**src/rtl/i2c_bm_pkg.sv**
```systemverilog
package i2c_bm_pkg;
  localparam int BYTE_W = 8;
  localparam int STEP_W = 5;

  typedef enum logic [1:0] {
    OP_IDLE = 2'd0,
    OP_COND = 2'd1,
    OP_STOP = 2'd2,
    OP_BYTE = 2'd3
  } op_e;

  localparam logic [1:0] SEL_CTRL = 2'd0;
  localparam logic [1:0] SEL_DATA = 2'd1;
  localparam logic [1:0] SEL_STAT = 2'd2;

  localparam logic [1:0] CMD_COND = 2'd1;
  localparam logic [1:0] CMD_STOP = 2'd2;

  localparam int CB_EN   = 0;
  localparam int CB_COND = 3;
  localparam int SB_NAK  = 0;
  localparam int SB_DONE = 3;

  localparam logic [STEP_W-1:0] ACK_STEP = STEP_W'(17);

  function automatic logic [STEP_W-1:0] last_step(op_e op);
    case (op)
      OP_COND: last_step = STEP_W'(3);
      OP_STOP: last_step = STEP_W'(2);
      OP_BYTE: last_step = STEP_W'(18);
      default: last_step = '0;
    endcase
  endfunction

  // Returns {scl_release, sda_release} for a given step
  function automatic logic [1:0] step_lines(op_e op, logic [STEP_W-1:0] s,
                                            logic [BYTE_W-1:0] d);
    case (op)
      OP_COND: begin
        case (s)
          STEP_W'(0): step_lines = 2'b01;
          STEP_W'(1): step_lines = 2'b11;
          STEP_W'(2): step_lines = 2'b10;
          default:    step_lines = 2'b00;
        endcase
      end
      OP_STOP: begin
        case (s)
          STEP_W'(0): step_lines = 2'b00;
          STEP_W'(1): step_lines = 2'b10;
          default:    step_lines = 2'b11;
        endcase
      end
      OP_BYTE: begin
        if (s < STEP_W'(16))   step_lines = {s[0], d[3'd7 - s[3:1]]};
        else if (s == ACK_STEP) step_lines = 2'b11;
        else                   step_lines = 2'b01;
      end
      default: step_lines = 2'b11;
    endcase
  endfunction
endpackage

```
**src/rtl/i2c_bm_tick.sv**
```systemverilog
module i2c_bm_tick #(
  parameter int DIV_W = 8
) (
  input  logic             clk_i,
  input  logic             rst_ni,
  input  logic             run_i,
  input  logic [DIV_W-1:0] div_i,
  output logic             tick_o
);
  logic [DIV_W-1:0] cnt_q;

  assign tick_o = run_i && (cnt_q >= div_i);

  always_ff @(posedge clk_i or negedge rst_ni) begin
    if (!rst_ni)               cnt_q <= '0;
    else if (!run_i || tick_o) cnt_q <= '0;
    else                       cnt_q <= cnt_q + 1'b1;
  end

  // a run of tick-free cycles never exceeds the programmed count
  assert_tick_spacing_R10: assert property (@(posedge clk_i) disable iff (!rst_ni)
    run_i && $stable(div_i) && (cnt_q == div_i) |-> tick_o);
endmodule

```
**src/rtl/i2c_bm_seq.sv**
```systemverilog
module i2c_bm_seq
  import i2c_bm_pkg::*;
(
  input  logic              clk_i,
  input  logic              rst_ni,
  input  logic              start_i,
  input  op_e               op_i,
  input  logic              restart_i,
  input  logic [BYTE_W-1:0] data_i,
  input  logic              tick_i,
  input  logic              sda_i,
  output logic              busy_o,
  output logic              done_o,
  output logic              nak_set_o,
  output logic              nak_o,
  output logic              scl_rel_o,
  output logic              sda_rel_o
);
  op_e               op_q;
  logic [STEP_W-1:0] step_q;
  logic [BYTE_W-1:0] data_q;
  logic              scl_q, sda_t_q, sda_q, nak_q;
  logic [STEP_W-1:0] first_step, next_step;
  logic [1:0]        first_lines, next_lines;
  logic              at_last;

  assign busy_o      = (op_q != OP_IDLE);
  assign at_last     = (step_q == last_step(op_q));
  assign done_o      = busy_o && tick_i && at_last;
  assign nak_set_o   = (op_q == OP_BYTE) && tick_i && (step_q == ACK_STEP) && sda_i;
  assign first_step  = (op_i == OP_COND && !restart_i) ? STEP_W'(1) : '0;
  assign first_lines = step_lines(op_i, first_step, data_i);
  assign next_step   = step_q + 1'b1;
  assign next_lines  = step_lines(op_q, next_step, data_q);

  always_ff @(posedge clk_i or negedge rst_ni) begin
    if (!rst_ni) begin
      op_q    <= OP_IDLE;
      step_q  <= '0;
      data_q  <= '0;
      scl_q   <= 1'b1;
      sda_t_q <= 1'b1;
      sda_q   <= 1'b1;
      nak_q   <= 1'b0;
    end else begin
      sda_q <= sda_t_q;  // SDA trails SCL by one clock
      if (start_i && !busy_o) begin
        op_q    <= op_i;
        step_q  <= first_step;
        data_q  <= data_i;
        scl_q   <= first_lines[1];
        sda_t_q <= first_lines[0];
      end else if (busy_o && tick_i) begin
        if (at_last) begin
          op_q <= OP_IDLE;
        end else begin
          step_q  <= next_step;
          scl_q   <= next_lines[1];
          sda_t_q <= next_lines[0];
        end
      end
      if ((op_q == OP_BYTE) && tick_i && (step_q == ACK_STEP)) nak_q <= sda_i;
    end
  end

  assign nak_o     = nak_q;
  assign scl_rel_o = scl_q;
  assign sda_rel_o = sda_q;

  assert_no_start_busy_R9: assert property (@(posedge clk_i) disable iff (!rst_ni)
    start_i |-> !busy_o);
  assert_sda_hold_R11: assert property (@(posedge clk_i) disable iff (!rst_ni)
    (op_q == OP_BYTE) && scl_q && $past(scl_q) |-> $stable(sda_q));
  assert_step_range_R5: assert property (@(posedge clk_i) disable iff (!rst_ni)
    busy_o |-> step_q <= last_step(op_q));
  assert_done_idle_R7: assert property (@(posedge clk_i) disable iff (!rst_ni)
    done_o |=> !busy_o || $past(start_i));
endmodule

```
**src/rtl/i2c_bm_regs.sv**
```systemverilog
module i2c_bm_regs
  import i2c_bm_pkg::*;
(
  input  logic              clk_i,
  input  logic              rst_ni,
  input  logic              wr_en_i,
  input  logic [1:0]        wr_sel_i,
  input  logic [BYTE_W-1:0] wr_data_i,
  input  logic              busy_i,
  input  logic              done_i,
  input  logic              nak_set_i,
  input  logic              nak_i,
  output logic              start_o,
  output op_e               op_o,
  output logic              restart_o,
  output logic [BYTE_W-1:0] data_o,
  output logic [7:0]        ctrl_o,
  output logic [7:0]        status_o
);
  logic       en_q, done_q, nakf_q;
  logic [1:0] cmd_q;
  logic       wr_ctrl, wr_dat, ctrl_go;
  logic [1:0] wr_cmd;
  logic [7:0] clr;

  assign wr_cmd  = wr_data_i[2:1];
  assign wr_ctrl = wr_en_i && (wr_sel_i == SEL_CTRL) && !busy_i;
  assign wr_dat  = wr_en_i && (wr_sel_i == SEL_DATA) && !busy_i && en_q;
  assign ctrl_go = wr_ctrl && wr_data_i[CB_EN] && (wr_cmd == CMD_COND || wr_cmd == CMD_STOP);
  assign clr     = (wr_en_i && wr_sel_i == SEL_STAT) ? wr_data_i : 8'h00;

  assign start_o   = ctrl_go || wr_dat;
  assign op_o      = wr_dat ? OP_BYTE : (wr_cmd == CMD_STOP ? OP_STOP : OP_COND);
  assign restart_o = wr_data_i[CB_COND];
  assign data_o    = wr_data_i;

  always_ff @(posedge clk_i or negedge rst_ni) begin
    if (!rst_ni) begin
      en_q   <= 1'b0;
      cmd_q  <= '0;
      done_q <= 1'b0;
      nakf_q <= 1'b0;
    end else begin
      if (wr_ctrl) begin
        en_q  <= wr_data_i[CB_EN];
        cmd_q <= wr_cmd;
      end
      done_q <= done_i    | (done_q & ~clr[SB_DONE]);
      nakf_q <= nak_set_i | (nakf_q & ~clr[SB_NAK]);
    end
  end

  assign ctrl_o   = {4'b0000, nak_i, cmd_q, en_q};
  assign status_o = {busy_i, 3'b000, done_q, 2'b00, nakf_q};

  assert_done_sets_R7: assert property (@(posedge clk_i) disable iff (!rst_ni)
    done_i |=> status_o[SB_DONE]);
  assert_w1c_R8: assert property (@(posedge clk_i) disable iff (!rst_ni)
    wr_en_i && (wr_sel_i == SEL_STAT) && wr_data_i[SB_DONE] && !done_i |=> !status_o[SB_DONE]);
  assert_ctrl_hold_busy_R9: assert property (@(posedge clk_i) disable iff (!rst_ni)
    busy_i && $past(busy_i) |-> $stable(ctrl_o[2:0]));
endmodule

```
**src/rtl/i2c_byte_master.sv**
```systemverilog
module i2c_byte_master
  import i2c_bm_pkg::*;
#(
  parameter int DIV_W = 8
) (
  input  logic             clk_i,
  input  logic             rst_ni,
  input  logic             wr_en_i,
  input  logic [1:0]       wr_sel_i,
  input  logic [7:0]       wr_data_i,
  input  logic [DIV_W-1:0] div_i,
  input  logic             pad_dis_i,
  input  logic             sda_i,
  output logic [7:0]       ctrl_o,
  output logic [7:0]       status_o,
  output logic             scl_drv_n_o,
  output logic             sda_drv_n_o
);
  logic              start, restart, busy, done, nak_set, nak, tick, scl_rel, sda_rel;
  op_e               op;
  logic [BYTE_W-1:0] data;

  i2c_bm_regs u_regs (
    .clk_i, .rst_ni, .wr_en_i, .wr_sel_i, .wr_data_i,
    .busy_i(busy), .done_i(done), .nak_set_i(nak_set), .nak_i(nak),
    .start_o(start), .op_o(op), .restart_o(restart), .data_o(data),
    .ctrl_o, .status_o
  );

  i2c_bm_tick #(.DIV_W(DIV_W)) u_tick (
    .clk_i, .rst_ni, .run_i(busy), .div_i, .tick_o(tick)
  );

  i2c_bm_seq u_seq (
    .clk_i, .rst_ni, .start_i(start), .op_i(op), .restart_i(restart),
    .data_i(data), .tick_i(tick), .sda_i,
    .busy_o(busy), .done_o(done), .nak_set_o(nak_set), .nak_o(nak),
    .scl_rel_o(scl_rel), .sda_rel_o(sda_rel)
  );

  assign scl_drv_n_o = pad_dis_i | scl_rel;
  assign sda_drv_n_o = pad_dis_i | sda_rel;

  assert_busy_from_write_R9: assert property (@(posedge clk_i) disable iff (!rst_ni)
    $rose(status_o[7]) |-> $past(wr_en_i));
  assert_pad_release_R12: assert property (@(posedge clk_i) disable iff (!rst_ni)
    pad_dis_i && $past(pad_dis_i) |-> $stable(scl_drv_n_o) && $stable(sda_drv_n_o));
endmodule

```
**config.mk**
```make
export PLATFORM = sky130hd
export DESIGN_NAME = i2c_byte_master
export DESIGN_NICKNAME = d
export VERILOG_FILES = /design/src/rtl/i2c_bm_pkg.sv /design/src/rtl/i2c_bm_tick.sv /design/src/rtl/i2c_bm_seq.sv /design/src/rtl/i2c_bm_regs.sv /design/src/rtl/i2c_byte_master.sv
export SDC_FILE = /design/constraint.sdc
export NUM_CORES = 1
export LEC_CHECK = 0
export ABC_CLOCK_PERIOD_IN_PS = 7100
export BUFFER_PORTS_ARGS = -buffer_cell sky130_fd_sc_hd__buf_4
export CORE_MARGIN = 4
export CORE_UTILIZATION = 25
export DETAILED_ROUTE_END_ITERATION = 16
export PLACE_DENSITY_LB_ADDON = 0.2
export SLEW_MARGIN = 10
export SYNTH_ARGS = -nofsm -noshare
export SYNTH_HDL_FRONTEND = slang
export SYNTH_HIERARCHICAL = 1
export SYNTH_SLANG_ARGS = --single-unit
```
**constraint.sdc**
```tcl
create_clock -name clk_i -period 7.1 [get_ports clk_i]
set_clock_uncertainty 0.1 [all_clocks]
set_input_delay 2.13 -clock clk_i [delete_from_list [all_inputs] [get_ports clk_i]]
set_output_delay 2.13 -clock clk_i [all_outputs]
set_load 0.05 [all_outputs]
```
-- Yosys cells after proc, flatten, opt, wreduce, memory -nomap -nowiden
Index checks and enable logic that the tools add are counted.
- bits in writable memories: 0
- ROM bits: 0
- output and inout bits: 18
- latch bits: 0
- memories kept: 0
- input bits: 23
- bits in registers: 32
- shifts and indexed selects: 0
- $add $sub $neg: 4
- eq/ne operators: 19
- multiplexer cells: 32
- reduce and logical (&&, ||, !) cells: 29
- order comparisons: 5
- bitwise gates (word level): 8
- multipliers: 0
- divide/modulo/power cells: 0
- operators by type and width (operator ; count):
    2-bit one-hot mux with 3 select lines ; 4
    2-bit two-way mux ; 9
    1-bit logical AND ; 16
    5-bit equality test (second input constant) ; 3
    5-bit two-way mux ; 3
    5-bit one-hot mux with 3 select lines ; 1
    2-bit equality test (second input constant) ; 6
    5-bit by 1-bit equality test with 1-bit output (second input constant) ; 2
    5-bit by 2-bit equality test with 1-bit output (second input constant) ; 2
    5-bit zero test ; 2
    5-bit less-than comparator (second input constant) ; 2
    1-bit two-way mux ; 9
    8-bit by 1-bit adder with 8-bit output (second input constant) ; 1
    2-bit by 1-bit equality test with 1-bit output (second input constant) ; 4
    8-bit >= comparator ; 1
    3-bit by 4-bit less-than comparator with 1-bit output (second input constant) ; 2
    8-bit two-way mux ; 1
    2-bit one-hot mux with 2 select lines ; 2
    1-bit binary-select mux with 3-bit select ; 2
    2-bit nonzero test ; 3
    5-bit by 1-bit adder with 5-bit output (second input constant) ; 1
    5-bit equality test ; 1
    4-bit two-way mux ; 1
    1-bit bitwise OR ; 4
    other kinds (9) ; 15

-- Depth between registers and ports, before layout
Gate-level depths: netlist (run 1).
- depth after elaboration: 13
- mapped depth: 10

-- Cells and area by module
The synthesis (run 1) kept the hierarchy.
- modules (own cells, without submodules) (module ; area each (um^2) ; sequential area each (um^2) ; instances ; cells each):
    i2c_bm_seq ; 1238.7 ; 479.2 ; 1 ; 122
    i2c_bm_tick ; 578.1 ; 200.2 ; 1 ; 59
    i2c_bm_regs ; 446.7 ; 125.1 ; 1 ; 45
    i2c_byte_master ; 12.5 ; 0.0 ; 1 ; 2

-- Least setup slack after synthesis (run 1)
Ideal clock, no wire load.
- kind: input to output
- start point: in pad_dis_i
- end point: out sda_drv_n_o
- arrival time: 2.529 ns
- cell stages on the path: 1
- path slack: 2.341 ns
- data required time: 4.870 ns
- path through: or2_1
- cells in the longest elaborated chain, start to end: 1
- ends and longest elaborated chain (element ; line ; text):
    from (decl) ; i2c_byte_master.sv:12 ; input logic pad_dis_i,
    1-bit bitwise OR ; i2c_byte_master.sv:42 ; assign sda_drv_n_o = pad_dis_i | sda_rel;
    to (decl) ; i2c_byte_master.sv:17 ; output logic sda_drv_n_o
No other way between the ends.

-- Worst setup path after layout (run 1)
Ends and elaborated chain as after synthesis.

==> results.yml, run 1 <==
yosys:
  synth_edf_count: 0
  top_cells_by_area_in_the_synthesized_netlist: "sky130_fd_sc_hd__dfrtp_1 (32%), sky130_fd_sc_hd__buf_4 (7.9%), sky130_fd_sc_hd__ha_1 (7.7%), sky130_fd_sc_hd__mux2_2 (5.9%), sky130_fd_sc_hd__dfstp_2 (3.5%)"
  netlist_top_cells_count: "sky130_fd_sc_hd__dfrtp_1 (29), sky130_fd_sc_hd__buf_4 (24), sky130_fd_sc_hd__nor2_1 (18)"
  yosys_warnings: 6
  synth-main-ff-cell: "sky130_fd_sc_hd__dfrtp_1"
  async_flop_share: 1.00
  mappedNetlistArea_um2: 2280
  synth_most_common_cell: "sky130_fd_sc_hd__dfrtp_1"
  yosys_register_bits: 32
  yosysSeqAreaShare: 0.353
  synth_top_area_cell: "sky130_fd_sc_hd__dfrtp_1"
  post_synth_num_cell_types: 54
  synthCells: 228
  syn_avg_cell_area_um2: 9.98
  synth.top_cell.area_share: 0.319
power_and_ir_drop:
  power_switching_share: 0.410
  vdd_ir_drop_max_mv: 0.129
  power_frac_seq: 0.382
  comb_power_share: 0.439
  clockPowerShare: 0.179
  p_leak_uw: 0.00121
  internal_cell_power_uw: 477
  power_density_nw_per_um2: 319
  switching_power_uw: 332
sta:
  final.min_clock_period_ps: 4870
  minimum_setup_slack_in_the_final_design_ps: 2230
  fin_crit_sh: 0.685
  timing_worst_slew_pin_value_ps: 862
  hold_viol: 0
  setup_violations: 0
  timing.fmax_mhz: 206
  grt_setup_unrepaired: "no"
  maxSlewHeadroom: 0.425
  final.setup.tns_ps: 0
  hold_slack_ps: 269
  number_of_max_slew_violations_in_the_final_report: 0
layout:
  antenna_cells_inserted: 0
  fill_cells: 929
  area_delta_synth_final_pct: 11.7
  layout.cell_area.non_filler_um2: 2540
  final_nets: 280
  layout-drive-gt1-share: 0.262
routing:
  met3_wirelength_um: 173
  maxUsedRoutingLayer: "met4"
  remaining_drc_errors: 0
  via_count: 1595
  post_drt_wl_per_cell_um: 13.2
  wl_met1_mm: 2.37
  antenna_violating_nets_left: 0
  detailroute.wirelength.met2_mm: 2.10
  drt_pre_antenna_iters: 4
  overall_routed_net_length_mm: 4.66
  post_drt_via_cell_ratio: 4.53
  dr.first_iter.drc_count: 63
placed_design:
  placedInstanceArea_um2: 2450
  placed_wire_length_estimate_mm: 3.50
  port-buffer-count: 31
  weighted_congestion_reported_at_the_end_of_routability_driven_placement: 0.715
  placement.setup.worst_slack_ps: 2230
worst_hold_path:
  worst_hold_path_type: "reg -> reg"
setup_path:
  timing.critical_path.arrival_ps: 2640
  cp_slowest_cell: "sky130_fd_sc_hd__or2_1"
  critPathMaxStageDelay_ps: 210
  timing.critical_path.from_type: "input pin"
  worst_path_most_repeated_cell: "sky130_fd_sc_hd__buf_4"
  cp_data_required_time_ps: 4870
  crit_path_max_fanout: 2
  path_class: "in -> out"
  crit_path_end_kind: "output port"
  timing.critical_path.cells: "buf_4 -> or2_1 -> buf_4"
status:
  outcome: "finished clean"
job:
  drv.max_cap_violation_count: 0
grt:
  globalRouteOverflowTotal: 0
  grt_start_max_net_pins: 33
  track_usage: 0.0931
  first_pass_grt_wire_length_mm: 7.85
  grt_pass1_vias: 1617
  number_of_antenna_violations_at_the_first_check_in_global_routing: 0
clock_tree:
  holdBufCountCts: 0
  cts.repair.resized: 0
  post-cts-setup-buffer-count: 0
  path_clk_slew_ps: 70
  tritoncts.num_buffers: 5
  clk_root_buffer_cell: "sky130_fd_sc_hd__clkbuf_8"
  clkSinkCount: 32
  insertion_delay_ps: 280
  max-clock-path-buffers: 2
  tritoncts: "built"
  cts-htree-levels: 2
floorplan:
  start_util: 0.258
  die_h_um: 103
  std_cell_rows: 34
  die_x_um: 103
  dieArea_um2: 10700
  core_um2: 8810
  ioPinCount: 41
kinds of logic (layout without fill, tap and decap cells):
kind of cell             after synthesis  count (layout)  share of synthesized area
buffers and inverters                 48              56                      0.128
XOR/XNOR                              11              11                     0.0423
multiplexers                          16              16                     0.0880
AND/OR/NAND/NOR                       66              66                      0.169
adder cells (fa/ha/maj)               14              14                     0.0770
flip-flops                            32              32                      0.353
other                                  1               9                    0.00165
AO/OA/AOI/OAI                         40              40                      0.141
path summary, 6_finish.rpt:
path	startpoint	endpoint	slack, ps	cells after the start
max in group asynchronous	rst_ni	u_seq/sda_rel_o$_DFF_PN1_	4890	1
max reg2reg	u_seq/op_q[1]$_DFFE_PN0P_	u_seq/sda_t_q$_DFFE_PN1P_	4160	8
min	u_seq/sda_t_q$_DFFE_PN1P_	u_seq/sda_rel_o$_DFF_PN1_	270	0
max	pad_dis_i	sda_drv_n_o	2230	3
min reg2reg	u_seq/sda_t_q$_DFFE_PN1P_	u_seq/sda_rel_o$_DFF_PN1_	270	0
min in group asynchronous	rst_ni	u_seq/data_q[6]$_DFFE_PN0P_	1690	1
layout make-up:
| class | count | area [µm²] | share of cell area |
|---|---|---|---|
| multi-input cells | 156 | 1210 | 0.477 |
| flip-flops and latches | 32 | 805 | 0.317 |
| repair buffers | 31 | 233 | 0.0916 |
| well taps | 108 | 135 | 0.0532 |
| clock buffers | 7 | 86.3 | 0.0340 |
| inverters | 17 | 63.8 | 0.0251 |
| clock inverters | 1 | 7.51 | 0.00295 |
state kept, by name (all words and copies together), names as in the netlist, 2 cells and up:
signal / count
u_regs/cmd_q: 2
u_seq/data_q: 8
u_seq/op_q: 2
u_seq/step_q: 5
u_tick/cnt_q: 8
layer usage:
metal,vias up,GRT usage
li1,798,-
met1,763,0.136
met4,0,0.0239
met2,30,0.136
met5,-,0
met3,4,0.0235
layout by cell type (no fill, tap or decap), types with 2 or more instances in the layout:
cell type / netlist / final
sky130_fd_sc_hd__a21o_1: 5 / 5
sky130_fd_sc_hd__a21oi_1: 9 / 9
sky130_fd_sc_hd__a22o_1: 2 / 2
sky130_fd_sc_hd__a32oi_1: 2 / 2
sky130_fd_sc_hd__and2_1: 5 / 5
sky130_fd_sc_hd__and3_1: 4 / 4
sky130_fd_sc_hd__buf_4: 24 / 31
sky130_fd_sc_hd__clkbuf_8: 0 / 6
sky130_fd_sc_hd__conb_1: 1 / 9
sky130_fd_sc_hd__dfrtp_1: 29 / 29
sky130_fd_sc_hd__dfstp_2: 3 / 3
sky130_fd_sc_hd__ha_1: 14 / 14
sky130_fd_sc_hd__inv_1: 17 / 17
sky130_fd_sc_hd__mux2_2: 12 / 12
sky130_fd_sc_hd__mux2i_1: 2 / 2
sky130_fd_sc_hd__mux4_2: 2 / 2
sky130_fd_sc_hd__nand2_1: 6 / 6
sky130_fd_sc_hd__nand2b_1: 2 / 2
sky130_fd_sc_hd__nand3_1: 8 / 8
sky130_fd_sc_hd__nand4b_1: 2 / 2
sky130_fd_sc_hd__nor2_1: 18 / 18
sky130_fd_sc_hd__nor2b_1: 3 / 3
sky130_fd_sc_hd__nor3_1: 2 / 2
sky130_fd_sc_hd__o211ai_1: 2 / 2
sky130_fd_sc_hd__o21a_1: 2 / 2
sky130_fd_sc_hd__o21ai_0: 3 / 3
sky130_fd_sc_hd__o21ai_1: 2 / 2
sky130_fd_sc_hd__or2_1: 2 / 2
sky130_fd_sc_hd__or3_1: 5 / 5
sky130_fd_sc_hd__or3b_1: 2 / 2
sky130_fd_sc_hd__xnor2_1: 5 / 5
sky130_fd_sc_hd__xor2_1: 6 / 6
stage by stage:
stage	util	cells	power [µW]
5_1_grt	0.289	352	869
2_1_floorplan	-	236	598
6_report	0.289	352	809
3_3_place_gp	0.278	344	667
4_1_cts	0.289	352	822
3_5_place_dp	0.278	344	670
power by group through the flow:
stage	clock network (µW)	registers, µW	logic [µW]
floorplan	0	298	299
global placement	0	311	356
finish	145	309	355
CTS	153	309	360
global route	160	318	390
detailed placement	0	313	358
critical path, delay by kind of cell:
family | cells | cell delay (ps)
buf+inv | 2 | 300
simple gates | 1 | 210
Note: power is estimated with default switching activity, not from simulation.
==> run 2: changes to the inputs <==
Settings changed: ABC_AREA set to 1, ABC_CLOCK_PERIOD_IN_PS 7100 to 4800.
Clock period 7.1 ns to 4.8 ns, I/O delays scaled along.
==> results.yml, run 2 <==
status:
  outcome: "finished clean"
yosys:
  post_synth_num_cell_types: 31
  top_cells_by_area_in_the_synthesized_netlist: "sky130_fd_sc_hd__dfrtp_1 (32%), sky130_fd_sc_hd__nand2_1 (16%), sky130_fd_sc_hd__buf_4 (7.9%), sky130_fd_sc_hd__ha_1 (7.7%), sky130_fd_sc_hd__inv_1 (6.9%)"
  synthCells: 313
  async_flop_share: 1.00
  yosysSeqAreaShare: 0.354
  dominant_combinational_cell_family_by_area_after_synthesis: "simple AND/OR/NAND/NOR gates"
  yosys_warnings: 6
  synth_simple_gate_area_share: 0.321
  synth_top_area_cell: "sky130_fd_sc_hd__dfrtp_1"
  synth-adder-area-share: 0.0771
  synth_most_common_cell: "sky130_fd_sc_hd__nand2_1"
  synth_edf_count: 0
  netlist_top_cells_count: "sky130_fd_sc_hd__nand2_1 (95), sky130_fd_sc_hd__inv_1 (42), sky130_fd_sc_hd__nor2_1 (30)"
  synth.top_cell.area_share: 0.320
  synth_compound_gate_area_share: 0.0595
  syn_avg_cell_area_um2: 7.26
  mappedNetlistArea_um2: 2270
  synthMuxAreaShare: 0
  yosys_register_bits: 32
  synthXorXnorAreaFrac: 0.0270
  synth-main-ff-cell: "sky130_fd_sc_hd__dfrtp_1"
routing:
  post_drt_wl_per_cell_um: 11.5
  via_count: 1884
  dr.first_iter.drc_count: 102
  overall_routed_net_length_mm: 5.08
  remaining_drc_errors: 0
  antenna_violating_nets_left: 0
  post_drt_via_cell_ratio: 4.26
  drt_pre_antenna_iters: 4
clock_tree:
  tritoncts: "built"
  cts.repair.resized: 0
  holdBufCountCts: 0
  clk_root_buffer_cell: "sky130_fd_sc_hd__clkbuf_8"
  max-clock-path-buffers: 2
  clkSinkCount: 32
  tritoncts.num_buffers: 5
  cts-htree-levels: 2
  insertion_delay_ps: 280
  post-cts-setup-buffer-count: 0
  path_clk_slew_ps: 70
power_and_ir_drop:
  power_density_nw_per_um2: 490
  vdd_ir_drop_max_mv: 0.138
  comb_power_share: 0.474
  power_frac_seq: 0.352
  switching_power_uw: 577
  p_leak_uw: 0.00142
  internal_cell_power_uw: 681
  power_switching_share: 0.459
  clockPowerShare: 0.174
floorplan:
  std_cell_rows: 34
  core_um2: 8760
  dieArea_um2: 10700
  ioPinCount: 41
  die_h_um: 103
  start_util: 0.259
  die_x_um: 103
sta:
  final.min_clock_period_ps: 3370
  fin_crit_sh: 0.702
  hold_viol: 0
  hold_slack_ps: 284
  final.setup.tns_ps: 0
  minimum_setup_slack_in_the_final_design_ps: 1430
  grt_setup_unrepaired: "no"
  number_of_max_slew_violations_in_the_final_report: 0
  setup_violations: 0
  timing.fmax_mhz: 297
grt:
  first_pass_grt_wire_length_mm: 8.65
  number_of_antenna_violations_at_the_first_check_in_global_routing: 0
  grt_start_max_net_pins: 33
  grt_pass1_vias: 1833
  track_usage: 0.104
  globalRouteOverflowTotal: 0
setup_path:
  path_class: "in -> out"
  critPathBufInv: 3
  critPathMaxStageDelay_ps: 180
  cp_slowest_cell: "sky130_fd_sc_hd__buf_4"
  cp_data_required_time_ps: 3260
  timing.critical_path.arrival_ps: 1830
  dominant_delay_contributor_by_cell_family_on_the_critical_path: "buffers and inverters"
  worst_path_most_repeated_cell: "sky130_fd_sc_hd__buf_4"
  crit_path_max_fanout: 2
  crit_path_end_kind: "output port"
  timing.critical_path.cells: "buf_4 -> inv_1 -> nand2_1 -> buf_4"
  timing.critical_path.from_type: "input pin"
layout:
  layout-drive-gt1-share: 0.174
  final_util: 0.293
  antenna_cells_inserted: 0
  layout.cells.most_common_list: "sky130_fd_sc_hd__nand2_1 (95), sky130_fd_sc_hd__inv_1 (42), sky130_fd_sc_hd__buf_4 (31)"
  reg.largest.list: "u_seq/data_q (8), u_tick/cnt_q (8), u_seq/step_q (5)"
  area_delta_synth_final_pct: 13.1
  fill_cells: 977
  layout_commonest_cell: "sky130_fd_sc_hd__nand2_1"
  final_nets: 370
placed_design:
  placement.setup.worst_slack_ps: 1430
  placed_wire_length_estimate_mm: 3.94
  weighted_congestion_reported_at_the_end_of_routability_driven_placement: 0.791
  port-buffer-count: 31
job:
  drv.max_cap_violation_count: 0
worst_hold_path:
  worst_hold_path_type: "reg -> reg"
[run 2: routing by layer]
layer	vias to the layer above	global-route usage	routed length, µm	part of all wire
li1	985	-	-	-
met1	840	0.145	2470	0.49
met2	52	0.159	2240	0.44
met3	7	0.0235	309	0.061
met4	0	0.0329	64	0.013
met5	-	0	0	0
[run 2: path summary, 6_finish.rpt]
kind	from	to	slack (ps)	cells past startpoint
worst max register to register	u_seq/op_q[0]$_DFFE_PN0P_	u_seq/step_q[0]$_DFFE_PN0P_	2200	11
min in group asynchronous	rst_ni	u_seq/data_q[5]$_DFFE_PN0P_	1000	1
worst min-delay path	u_seq/sda_t_q$_DFFE_PN1P_	u_seq/sda_rel_o$_DFF_PN1_	280	0
max in group asynchronous	rst_ni	u_seq/scl_rel_o$_DFFE_PN1P_	3270	1
worst min register to register	u_seq/sda_t_q$_DFFE_PN1P_	u_seq/sda_rel_o$_DFF_PN1_	280	0
worst max-delay path	pad_dis_i	scl_drv_n_o	1430	4
[run 2: area by class of cell]
cell class | count | area (µm²) | share of cell area
multi-input cells | 217 | 1130 | 0.441
well taps | 108 | 135 | 0.0526
clock buffers | 8 | 90.1 | 0.0351
repair buffers | 31 | 233 | 0.0906
inverters | 46 | 173 | 0.0672
flip-flops and latches | 32 | 805 | 0.313
[run 2: worst register-to-register path: stages (launching register included)]
cell                      delay (ps)
sky130_fd_sc_hd__dfrtp_1         430
sky130_fd_sc_hd__nor2_2          260
sky130_fd_sc_hd__inv_2           160
sky130_fd_sc_hd__nor2_2          250
sky130_fd_sc_hd__nand3_1         160
sky130_fd_sc_hd__nand2_1         110
sky130_fd_sc_hd__nand2_2         170
sky130_fd_sc_hd__inv_1           370
sky130_fd_sc_hd__nand2_1         120
sky130_fd_sc_hd__o32ai_1         250
sky130_fd_sc_hd__nand2_1          70
sky130_fd_sc_hd__o21ai_1          70
[run 2: power groups by stage]
stage | sequential, µW | combinational [µW] | clock [µW]
finish | 442 | 596 | 219
floorplan | 416 | 485 | 0
global placement | 448 | 595 | 0
CTS | 444 | 601 | 227
detailed placement | 448 | 599 | 0
global route | 459 | 684 | 243
[run 2: through the flow]
stage               total power (µW)  instances  area, µm²
global placement                1040        434       2480
finish                          1260        442       2570
floorplan                        901        321       2300
detailed placement              1050        434       2480
CTS                             1270        442       2570
global route                    1390        442       2570
[run 2: cell families after synthesis]
group / count (synthesis)
simple gates: 165
buf+inv: 72
flops: 32
compound gates: 22
fa+ha+maj: 14
xor+xnor: 7
other cells: 1
==> run 3: changes to the inputs <==
Settings changed: ABC_CLOCK_PERIOD_IN_PS 4800 to 2830.
Clock period 4.8 ns to 2.83 ns, I/O delays scaled along.
==> results.yml, run 3 (same netlist as run 2, synthesis figures left out) <==
power_and_ir_drop:
  power_frac_seq: 0.335
  internal_cell_power_uw: 1170
  clockPowerShare: 0.169
  power_density_nw_per_um2: 828
  p_leak_uw: 0.00144
  power_switching_share: 0.455
  vdd_ir_drop_max_mv: 0.256
  switching_power_uw: 980
  comb_power_share: 0.496
sta:
  final.min_clock_period_ps: 2340
  grt_setup_unrepaired: "no"
  timing.fmax_mhz: 427
  hold_viol: 0
  fin_crit_sh: 0.827
  final.setup.tns_ps: 0
  setup_violations: 0
  number_of_max_slew_violations_in_the_final_report: 0
  hold_slack_ps: 272
setup_path:
  path_class: "in -> reg"
  ff2ff_path_depth: 11
  crit-reg2reg-capture: "u_seq/step_q[0]$_DFFE_PN0P_"
  timing.critical_path.arrival_ps: 2440
  start_of_the_worst_register_to_register_path: "u_seq/op_q[0]$_DFFE_PN0P_"
  worst-r2r-setup-slack_ps: 570
  crit_path_max_fanout: 6
  cp_data_required_time_ps: 2930
  crit_path_end_kind: "register"
  timing.critical_path.from_type: "input pin"
layout:
  multiInputGateArea_um2: 1130
  fill_cells: 986
  reg.largest.list: "u_seq/data_q (8), u_tick/cnt_q (8), u_seq/step_q (5)"
  layout-drive-gt1-share: 0.183
  layout.cells.most_common_list: "sky130_fd_sc_hd__nand2_1 (95), sky130_fd_sc_hd__inv_1 (42), sky130_fd_sc_hd__buf_4 (35)"
  register_area_um2: 805
  area_delta_synth_final_pct: 14.4
  antenna_cells_inserted: 0
  final_nets: 374
  layout_commonest_cell: "sky130_fd_sc_hd__nand2_1"
routing:
  antenna_violating_nets_left: 0
  post_drt_wl_per_cell_um: 11.4
  drt_pre_antenna_iters: 4
  overall_routed_net_length_mm: 5.10
  dr.first_iter.drc_count: 77
  via_count: 1880
  remaining_drc_errors: 0
  post_drt_via_cell_ratio: 4.22
grt:
  globalRouteOverflowTotal: 0
  first_pass_grt_wire_length_mm: 8.60
  number_of_antenna_violations_at_the_first_check_in_global_routing: 0
  track_usage: 0.104
  grt_pass1_vias: 1855
  grt_start_max_net_pins: 33
placed_design:
  port-buffer-count: 31
  placed_wire_length_estimate_mm: 4.05
  weighted_congestion_reported_at_the_end_of_routability_driven_placement: 0.813
clock_tree:
  max-clock-path-buffers: 2
  tritoncts: "built"
  insertion_delay_ps: 280
  tritoncts.num_buffers: 5
  cts-htree-levels: 2
  post-cts-setup-buffer-count: 0
  clkSinkCount: 32
  holdBufCountCts: 0
  path_clk_slew_ps: 60
  clk_root_buffer_cell: "sky130_fd_sc_hd__clkbuf_8"
  cts.repair.resized: 0
floorplan:
  ioPinCount: 41
  die_h_um: 103
  die_x_um: 103
  dieArea_um2: 10700
  std_cell_rows: 34
  start_util: 0.259
  core_um2: 8760
worst_hold_path:
  worst_hold_path_type: "reg -> reg"
  hold_path.startpoint: "u_seq/sda_t_q$_DFFE_PN1P_"
  min_path_cells: 0
  whs_endpoint: "u_seq/sda_rel_o$_DFF_PN1_"
job:
  drv.max_cap_violation_count: 0
status:
  outcome: "finished clean"
[run 3: layer usage]
layer / up-vias / global-route usage / routed length, µm / share of wire
met5: - / 0 / 0 / 0
met4: 0 / 0.0329 / 42 / 0.0082
met3: 4 / 0.0228 / 200 / 0.039
met2: 30 / 0.164 / 2300 / 0.45
met1: 855 / 0.143 / 2560 / 0.50
li1: 991 / - / - / -
[run 3: how the worst max path moves through the flow]
stage | start | endpoint
after floorplan | div_i[7] | u_seq/step_q[0]$_DFFE_PN0P_
after global placement | div_i[7] | u_seq/scl_rel_o$_DFFE_PN1P_
after detailed placement | div_i[7] | u_seq/scl_rel_o$_DFFE_PN1P_
after CTS | div_i[7] | u_seq/scl_rel_o$_DFFE_PN1P_
after global routing | div_i[7] | u_seq/scl_rel_o$_DFFE_PN1P_
final | div_i[7] | u_seq/scl_rel_o$_DFFE_PN1P_
[run 3: layout make-up]
class / count / area share
multi-input cells: 217 / 0.436
flip-flops and latches: 32 / 0.310
repair buffers: 35 / 0.101
inverters: 46 / 0.0664
well taps: 108 / 0.0520
clock buffers: 8 / 0.0347
[run 3: critical path, stage by stage]
cell	delay [ps]
sky130_fd_sc_hd__buf_4	80
sky130_fd_sc_hd__inv_1	30
sky130_fd_sc_hd__ha_1	280
sky130_fd_sc_hd__nand2_1	70
sky130_fd_sc_hd__nor2_1	170
sky130_fd_sc_hd__nand2_1	130
sky130_fd_sc_hd__nand3_1	100
sky130_fd_sc_hd__nand2_1	50
sky130_fd_sc_hd__inv_1	110
sky130_fd_sc_hd__nand2_1	100
sky130_fd_sc_hd__nand2_2	90
sky130_fd_sc_hd__nand2_2	80
sky130_fd_sc_hd__inv_2	140
sky130_fd_sc_hd__nor2_1	50
sky130_fd_sc_hd__a21oi_1	120
[run 3: power by group through the flow]
| stage | Clock, µW | Combinational, µW | Sequential (µW) |
|---|---|---|---|
| after global routing | 403 | 1230 | 744 |
| after detailed placement | 0 | 1070 | 731 |
| after floorplan | 0 | 823 | 705 |
| after global placement | 0 | 1070 | 730 |
| after CTS | 380 | 1080 | 723 |
| final | 364 | 1070 | 721 |
[run 3: through the flow]
step | cell area, µm² | setup slack [ps] | std cells | util | power, µW
2_1_floorplan | 2300 | 522 | 321 | - | 1530
3_3_place_gp | 2510 | 212 | 438 | 0.286 | 1800
3_5_place_dp | 2510 | 216 | 438 | 0.286 | 1800
4_1_cts | 2600 | 496 | 446 | 0.297 | 2180
5_1_grt | 2600 | 259 | 446 | 0.297 | 2380
6_report | 2600 | 490 | 446 | 0.297 | 2150
